**config.mk**
```make
export PLATFORM = sky130hd
export DESIGN_NAME = gated_interval_timer
export DESIGN_NICKNAME = d
export VERILOG_FILES = /design/src/rtl/timer_pkg.sv /design/src/rtl/timer_ctrl.sv /design/src/rtl/timer_datapath.sv /design/src/rtl/gated_interval_timer.sv
export SDC_FILE = /design/constraint.sdc
export NUM_CORES = 1
export LEC_CHECK = 0
export CORE_MARGIN = 5
export CORE_UTILIZATION = 40
export DETAILED_ROUTE_END_ITERATION = 6
export SYNTH_ARGS = -nofsm -noshare
export SYNTH_HDL_FRONTEND = slang
export SYNTH_SLANG_ARGS = --single-unit
```
**constraint.sdc**
```tcl
create_clock -name clk -period 3.6 [get_ports clk]
set_input_delay 1.08 -clock clk [delete_from_list [all_inputs] [get_ports clk]]
set_output_delay 1.08 -clock clk [all_outputs]
set_load 0.05 [all_outputs]
```
**src/rtl/timer_pkg.sv**
```systemverilog
package timer_pkg;
  localparam int MODE_W = 12;

  localparam logic [1:0] SEL_MODE   = 2'd0;
  localparam logic [1:0] SEL_COUNT  = 2'd1;
  localparam logic [1:0] SEL_TARGET = 2'd2;

  localparam int BIT_GATE_EN  = 2;
  localparam int BIT_GATE_SRC = 3;
  localparam int BIT_ZRET     = 6;
  localparam int BIT_RUN      = 7;
  localparam int BIT_EQ_IE    = 8;
  localparam int BIT_OVF_IE   = 9;
  localparam int BIT_EQ_FLAG  = 10;
  localparam int BIT_OVF_FLAG = 11;

  localparam logic [3:0] GATE_OFF_CODE = 4'b0111;

  typedef struct packed {
    logic tick;   // advance the count by one
    logic clear;  // force the count to zero
  } tmr_stb_t;
endpackage

```
**src/rtl/timer_ctrl.sv**
```systemverilog
module timer_ctrl
  import timer_pkg::*;
#(
  parameter int DIV_LOG0    = 1,
  parameter int DIV_LOG1    = 5,
  parameter int DIV_LOG2    = 9,
  parameter int SYNC_STAGES = 2
) (
  input  logic              clk,
  input  logic              rstN,
  input  logic              wrMode,
  input  logic [MODE_W-1:0] wrData,
  input  logic              hblankIn,
  input  logic              vblankIn,
  input  logic              eqHit,
  input  logic              ovfHit,
  output logic [MODE_W-1:0] modeQ,
  output tmr_stb_t          stb,
  output logic              rstOnMatch,
  output logic              irqOut
);
  localparam int PRE_W = DIV_LOG2;

  // input synchronisers and edge detectors
  logic [SYNC_STAGES-1:0] hShift, vShift;
  logic hPrev, vPrev;
  logic hNow, vNow, hRise, hFall, vRise, vFall;

  always_ff @(posedge clk or negedge rstN) begin
    if (!rstN) begin
      hShift <= '0;
      vShift <= '0;
      hPrev  <= 1'b0;
      vPrev  <= 1'b0;
    end else begin
      hShift <= {hShift[SYNC_STAGES-2:0], hblankIn};
      vShift <= {vShift[SYNC_STAGES-2:0], vblankIn};
      hPrev  <= hShift[SYNC_STAGES-1];
      vPrev  <= vShift[SYNC_STAGES-1];
    end
  end

  assign hNow  = hShift[SYNC_STAGES-1];
  assign vNow  = vShift[SYNC_STAGES-1];
  assign hRise = hNow & ~hPrev;
  assign hFall = ~hNow & hPrev;
  assign vRise = vNow & ~vPrev;
  assign vFall = ~vNow & vPrev;

  // free-running prescaler, restarted when the rate field changes
  logic [PRE_W-1:0] preQ;
  logic selChange, srcTick;

  assign selChange = wrMode && (wrData[1:0] != modeQ[1:0]);

  always_ff @(posedge clk or negedge rstN) begin
    if (!rstN)          preQ <= '0;
    else if (selChange) preQ <= '0;
    else                preQ <= preQ + 1'b1;
  end

  always_comb begin
    unique case (modeQ[1:0])
      2'd0:    srcTick = &preQ[DIV_LOG0-1:0];
      2'd1:    srcTick = &preQ[DIV_LOG1-1:0];
      2'd2:    srcTick = &preQ;
      default: srcTick = hRise;
    endcase
  end

  // gate decode
  logic gateOn, gStart, gEnd, runSet, runClr, gateRst, wrGate;

  assign gateOn = modeQ[BIT_GATE_EN] && (modeQ[3:0] != GATE_OFF_CODE);
  assign gStart = modeQ[BIT_GATE_SRC] ? vRise : hRise;
  assign gEnd   = modeQ[BIT_GATE_SRC] ? vFall : hFall;
  assign wrGate = wrData[BIT_GATE_EN] && (wrData[3:0] != GATE_OFF_CODE);

  always_comb begin
    runSet  = 1'b0;
    runClr  = 1'b0;
    gateRst = 1'b0;
    if (gateOn) begin
      unique case (modeQ[5:4])
        2'd0: begin runClr = gStart; runSet = gEnd; end
        2'd1: begin runSet = gStart; gateRst = gStart; end
        2'd2: begin runSet = gEnd; gateRst = gEnd; end
        default: begin runSet = gStart | gEnd; gateRst = gStart | gEnd; end
      endcase
    end
  end

  // control register
  logic [MODE_W-1:0] modeNext;

  always_comb begin
    modeNext = modeQ;
    if (wrMode) begin
      modeNext = {modeQ[BIT_OVF_FLAG:BIT_EQ_FLAG] & ~wrData[BIT_OVF_FLAG:BIT_EQ_FLAG],
                  wrData[BIT_OVF_IE:0]};
      if (wrGate) modeNext[BIT_RUN] = 1'b0;
    end else begin
      if (runSet) modeNext[BIT_RUN] = 1'b1;
      if (runClr) modeNext[BIT_RUN] = 1'b0;
    end
    if (eqHit && modeQ[BIT_EQ_IE]) modeNext[BIT_EQ_FLAG] = 1'b1;
    if (ovfHit)                    modeNext[BIT_OVF_FLAG] = 1'b1;
  end

  always_ff @(posedge clk or negedge rstN) begin
    if (!rstN) begin
      modeQ  <= '0;
      irqOut <= 1'b0;
    end else begin
      modeQ  <= modeNext;
      irqOut <= (eqHit && modeQ[BIT_EQ_IE]) || (ovfHit && modeQ[BIT_OVF_IE]);
    end
  end

  assign stb.tick   = modeQ[BIT_RUN] && srcTick;
  assign stb.clear  = wrMode ? wrGate : gateRst;
  assign rstOnMatch = modeQ[BIT_ZRET] && modeQ[BIT_EQ_IE];

  // flags are sticky unless a written one clears them
  p_eq_flag_sticky_r6: assert property (@(posedge clk) disable iff (!rstN)
    modeQ[BIT_EQ_FLAG] && !(wrMode && wrData[BIT_EQ_FLAG]) |=> modeQ[BIT_EQ_FLAG]);
  p_ovf_flag_sticky_r6: assert property (@(posedge clk) disable iff (!rstN)
    modeQ[BIT_OVF_FLAG] && !(wrMode && wrData[BIT_OVF_FLAG]) |=> modeQ[BIT_OVF_FLAG]);
  // an interrupt pulse is always backed by a flag
  p_irq_flag_r12: assert property (@(posedge clk) disable iff (!rstN)
    irqOut |-> (modeQ[BIT_EQ_FLAG] || modeQ[BIT_OVF_FLAG]));
  // the disabled-gate code never zeroes the count
  p_gate_off_code_r10: assert property (@(posedge clk) disable iff (!rstN)
    (modeQ[3:0] == GATE_OFF_CODE) && !wrMode |-> !stb.clear);
endmodule

```
**src/rtl/timer_datapath.sv**
```systemverilog
module timer_datapath
  import timer_pkg::*;
#(
  parameter int CNT_W = 16
) (
  input  logic             clk,
  input  logic             rstN,
  input  tmr_stb_t         stb,
  input  logic             wrCount,
  input  logic             wrTarget,
  input  logic [CNT_W-1:0] wrData,
  input  logic             rstOnMatch,
  output logic [CNT_W-1:0] countQ,
  output logic [CNT_W-1:0] targetQ,
  output logic             eqHit,
  output logic             ovfHit
);
  logic [CNT_W:0] nxt;
  logic live;

  assign nxt    = {1'b0, countQ} + 1'b1;
  assign live   = stb.tick && !wrCount && !stb.clear;
  assign eqHit  = live && (nxt[CNT_W-1:0] == targetQ);
  assign ovfHit = live && nxt[CNT_W];

  always_ff @(posedge clk or negedge rstN) begin
    if (!rstN) begin
      countQ  <= '0;
      targetQ <= '1;
    end else begin
      if (wrTarget) targetQ <= wrData;
      if (wrCount)        countQ <= wrData;
      else if (stb.clear) countQ <= '0;
      else if (stb.tick)  countQ <= (eqHit && rstOnMatch) ? '0 : nxt[CNT_W-1:0];
    end
  end

  // increment from the top of the range lands on zero
  p_wrap_r1: assert property (@(posedge clk) disable iff (!rstN)
    (countQ == '1) && stb.tick && !wrCount && !stb.clear |=> countQ == '0);
  // without return-to-zero a match leaves the count on the compare value
  p_match_continue_r5: assert property (@(posedge clk) disable iff (!rstN)
    eqHit && !rstOnMatch && !wrTarget |=> countQ == $past(targetQ));
endmodule

```
**src/rtl/gated_interval_timer.sv**
```systemverilog
module gated_interval_timer
  import timer_pkg::*;
#(
  parameter int CNT_W       = 16,
  parameter int DIV_LOG0    = 1,
  parameter int DIV_LOG1    = 5,
  parameter int DIV_LOG2    = 9,
  parameter int SYNC_STAGES = 2
) (
  input  logic             clk,
  input  logic             rstN,
  input  logic             wrEn,
  input  logic [1:0]       wrSel,
  input  logic [CNT_W-1:0] wrData,
  input  logic [1:0]       rdSel,
  output logic [CNT_W-1:0] rdData,
  input  logic             hblankIn,
  input  logic             vblankIn,
  output logic             irqOut
);
  localparam int PAD_W = CNT_W - MODE_W;

  logic [MODE_W-1:0] modeQ;
  logic [CNT_W-1:0]  countQ, targetQ;
  tmr_stb_t          stb;
  logic              eqHit, ovfHit, rstOnMatch;
  logic              wrMode, wrCount, wrTarget;

  assign wrMode   = wrEn && (wrSel == SEL_MODE);
  assign wrCount  = wrEn && (wrSel == SEL_COUNT);
  assign wrTarget = wrEn && (wrSel == SEL_TARGET);

  timer_ctrl #(
    .DIV_LOG0(DIV_LOG0), .DIV_LOG1(DIV_LOG1), .DIV_LOG2(DIV_LOG2), .SYNC_STAGES(SYNC_STAGES)
  ) i_ctrl (
    .clk(clk), .rstN(rstN), .wrMode(wrMode), .wrData(wrData[MODE_W-1:0]),
    .hblankIn(hblankIn), .vblankIn(vblankIn), .eqHit(eqHit), .ovfHit(ovfHit),
    .modeQ(modeQ), .stb(stb), .rstOnMatch(rstOnMatch), .irqOut(irqOut)
  );

  timer_datapath #(.CNT_W(CNT_W)) i_dp (
    .clk(clk), .rstN(rstN), .stb(stb), .wrCount(wrCount), .wrTarget(wrTarget),
    .wrData(wrData), .rstOnMatch(rstOnMatch), .countQ(countQ), .targetQ(targetQ),
    .eqHit(eqHit), .ovfHit(ovfHit)
  );

  always_comb begin
    unique case (rdSel)
      SEL_MODE:   rdData = {{PAD_W{1'b0}}, modeQ};
      SEL_COUNT:  rdData = countQ;
      SEL_TARGET: rdData = targetQ;
      default:    rdData = '0;
    endcase
  end

  // with the run bit clear the count only moves by a write or a gate restart
  p_stopped_hold_r3: assert property (@(posedge clk) disable iff (!rstN)
    !modeQ[BIT_RUN] && !stb.clear && !wrCount |=> $stable(countQ));
endmodule

```
==> metrics.cfg <==
[cts]
holdBufCountCts=0
cts_tree=yes
worstSkewPairLatency_ps=350
clkSlewWorstSetupHoldPaths_ps=70
htreeDepth=3
post_cts_buffers=0
cts.sink_count=60
cts_resized=0
clock_path_buffers=2
cts_root_buf=clkbuf_8
numCtsBuffers=9

[global_route]
overflow=0
grt_antenna_before_repair=0
grt_pass1_wl_um=15900
first_global_vias=3158
grt_max_degree=61
track_usage=0.174

[synthesis]
synth-edff-count=0
ys_ff_latch=60
syn_inst=388
yosysWarnings=0
synth_nets=417
netlist.area_leader.share=0.289
avgSynthCellArea_um2=9.83
yosysMostFrequentCell=nand2_1
synthTopCellsByCount=49 x nand2_1, 44 x dfrtp_1, 24 x o21ai_0
ys.flop_type=dfrtp_1
synth.cell_area_um2=3810
synth_area_leader_cell=dfrtp_1
async_flop_share=1.00
synth_area_leaders=dfrtp_1 29%, dfstp_2 11%, mux2_2 6.8%, nand2_1 4.8%, xnor2_1 4.1%
ys_types=62
yosysSeqAreaShare=0.399

[worst_setup_path]
crit_chain=clkdlybuf4s50_1 -> buf_4 -> mux2i_1 -> o21ai_0 -> buf_12
r2r_start=i_ctrl.preQ[0]
cp_max_fo=7
cp-start-kind=primary input
rr_worst_depth=10
cp.required_ps=2520
reg2reg_slack_ps=640
max_stage_delay_ps=550
crit_type=primary input to primary output
end_kind=primary output
rr_endpoint=i_dp.countQ[11]
cpMaxStageDelayCell=clkdlybuf4s50_1
worstPathArrival_ps=2450

[power]
ir_drop_mv=0.296
powerDensity_nw_per_um2=528
p_leak_nw=1.94

[outcome]
status=finished clean

[layout]
syn_to_final_growth_pct=24.3
final_layout_size_suffix_gt1_frac=0.259
diodes=0
fin_nets=457

[routing]
ant_nets=0
drt-total-wl_um=9510
post_drt_wl_per_cell_um=16.9
first_pass_iters=4
drtIter0Drc=214
drc=0
num_vias=3102
routed_via_density=5.52

[place]
routabilityCongestion=0.881
numPortBuffers=41
hpwl_um=6940

[floorplanning]
start_util=0.411
rows=35
die_w_um=108
die_h_um=108
core_area_um2=9280
io_pins=42
die_area_um2=11600

[timing]
finalClockSkew_ps=7.82
slew_headroom=0.536
setup_viol=0
hold_viol=0
rsz0062_at_grt=no
max_freq_mhz=284
timing.final.crit_period_ps=3530
finalSetupTns_ps=0
maxSlewViolCount=0
holdWs_ps=354
finalCritPeriodShare=0.980
tightest_slew_ps=694

[min_path]
holdCritStartpoint=i_ctrl.hShift[0]
min_path_type=register to register
hold_path_end=i_ctrl.hShift[1]
min_path_cells=0

[flow_run]
maxCapViolations=0

-- state kept, by name, indices dropped and copies added (netlist names) --
register	count
i_ctrl.preQ	9
i_ctrl.modeQ	12
i_ctrl.hPrev	1
i_dp.countQ	16
i_ctrl.vShift	2
i_ctrl.vPrev	1
i_ctrl.hShift	2
i_dp.targetQ	16
i_ctrl.irqOut	1
-- through the flow --
step	power (mW)	util	area [um^2]	worst slack (ps)	std cells
2_1_floorplan	1.60	-	3850	75.7	388
3_5_place_dp	1.90	0.489	4540	48.9	546
5_1_grt	2.64	0.510	4740	11.2	562
4_1_cts	2.52	0.510	4730	43.6	562
6_report	2.50	0.510	4740	73.8	562
3_3_place_gp	1.88	0.489	4540	71.2	546
-- worst max-delay path by stage --
stage	end	slack, ps	startpoint	cells past startpoint
final	rdData[4]	70	rdSel[0]	5
after floorplan	rdData[4]	80	rdSel[0]	3
after CTS	rdData[4]	40	rdSel[0]	5
after detailed placement	rdData[4]	50	rdSel[0]	5
after global placement	rdData[15]	70	rdSel[0]	5
after global routing	rdData[4]	10	rdSel[0]	5
-- final cells by class --
class                   count  area, um^2
clock inverters             7        75.1
clock buffers               9         124
fillers                   901        4550
well taps                 129         161
repair buffers             54         688
multi-input cells         296        2140
inverters                   7        26.3
flip-flops and latches     60        1520
-- where the power goes --
group | leakage (nW) | internal (mW) | total, mW | switching [mW]
clock | 0.0918 | 0.321 | 0.617 | 0.296
combinational | 1.12 | 0.416 | 0.845 | 0.429
sequential | 0.729 | 0.831 | 1.04 | 0.207
-- worst max-delay path: cells and delay by family --
family          cells  cell delay (ps)
mux                 1               90
buf+inv             3              960
compound gates      1              320
-- per-layer routing --
metal	vias to the layer above	wire (um)	GRT usage
met5	-	0	0
met4	0	171	0.0523
met3	16	378	0.0378
met2	66	4510	0.280
met1	1532	4450	0.236
li1	1488	-	-
-- kinds of logic after synthesis --
logic type	count (synthesis)	share of synthesized area
compound gates	81	0.152
xor+xnor	31	0.0732
fa+ha+maj	4	0.0131
buf+inv	32	0.0512
flops	60	0.399
mux	38	0.111
simple gates	142	0.201
-- layout by cell type, fill, tap and decap left out, types with 3 or more instances in the layout --
master            n
a22oi_1          10
o211ai_1          6
nand4_1           7
a22o_1            5
nand3_1          16
xor2_1           12
ha_1              4
a21oi_1           8
clkdlybuf4s50_1  24
buf_4            11
nor2b_1          12
a211oi_1          6
o21ai_0          13
nor2_1           23
inv_1             7
dfstp_2          16
clkbuf_8          9
o21ai_2          10
mux2i_1          14
xnor2_1          18
mux2_2           23
clkinvlp_4        3
and3_1            7
nand2_1          49
nor3_1            3
and2_1            3
nor4_1            4
nor3_2            3
buf_12           18
dfrtp_1          44
(Power assumes the default switching activity.)
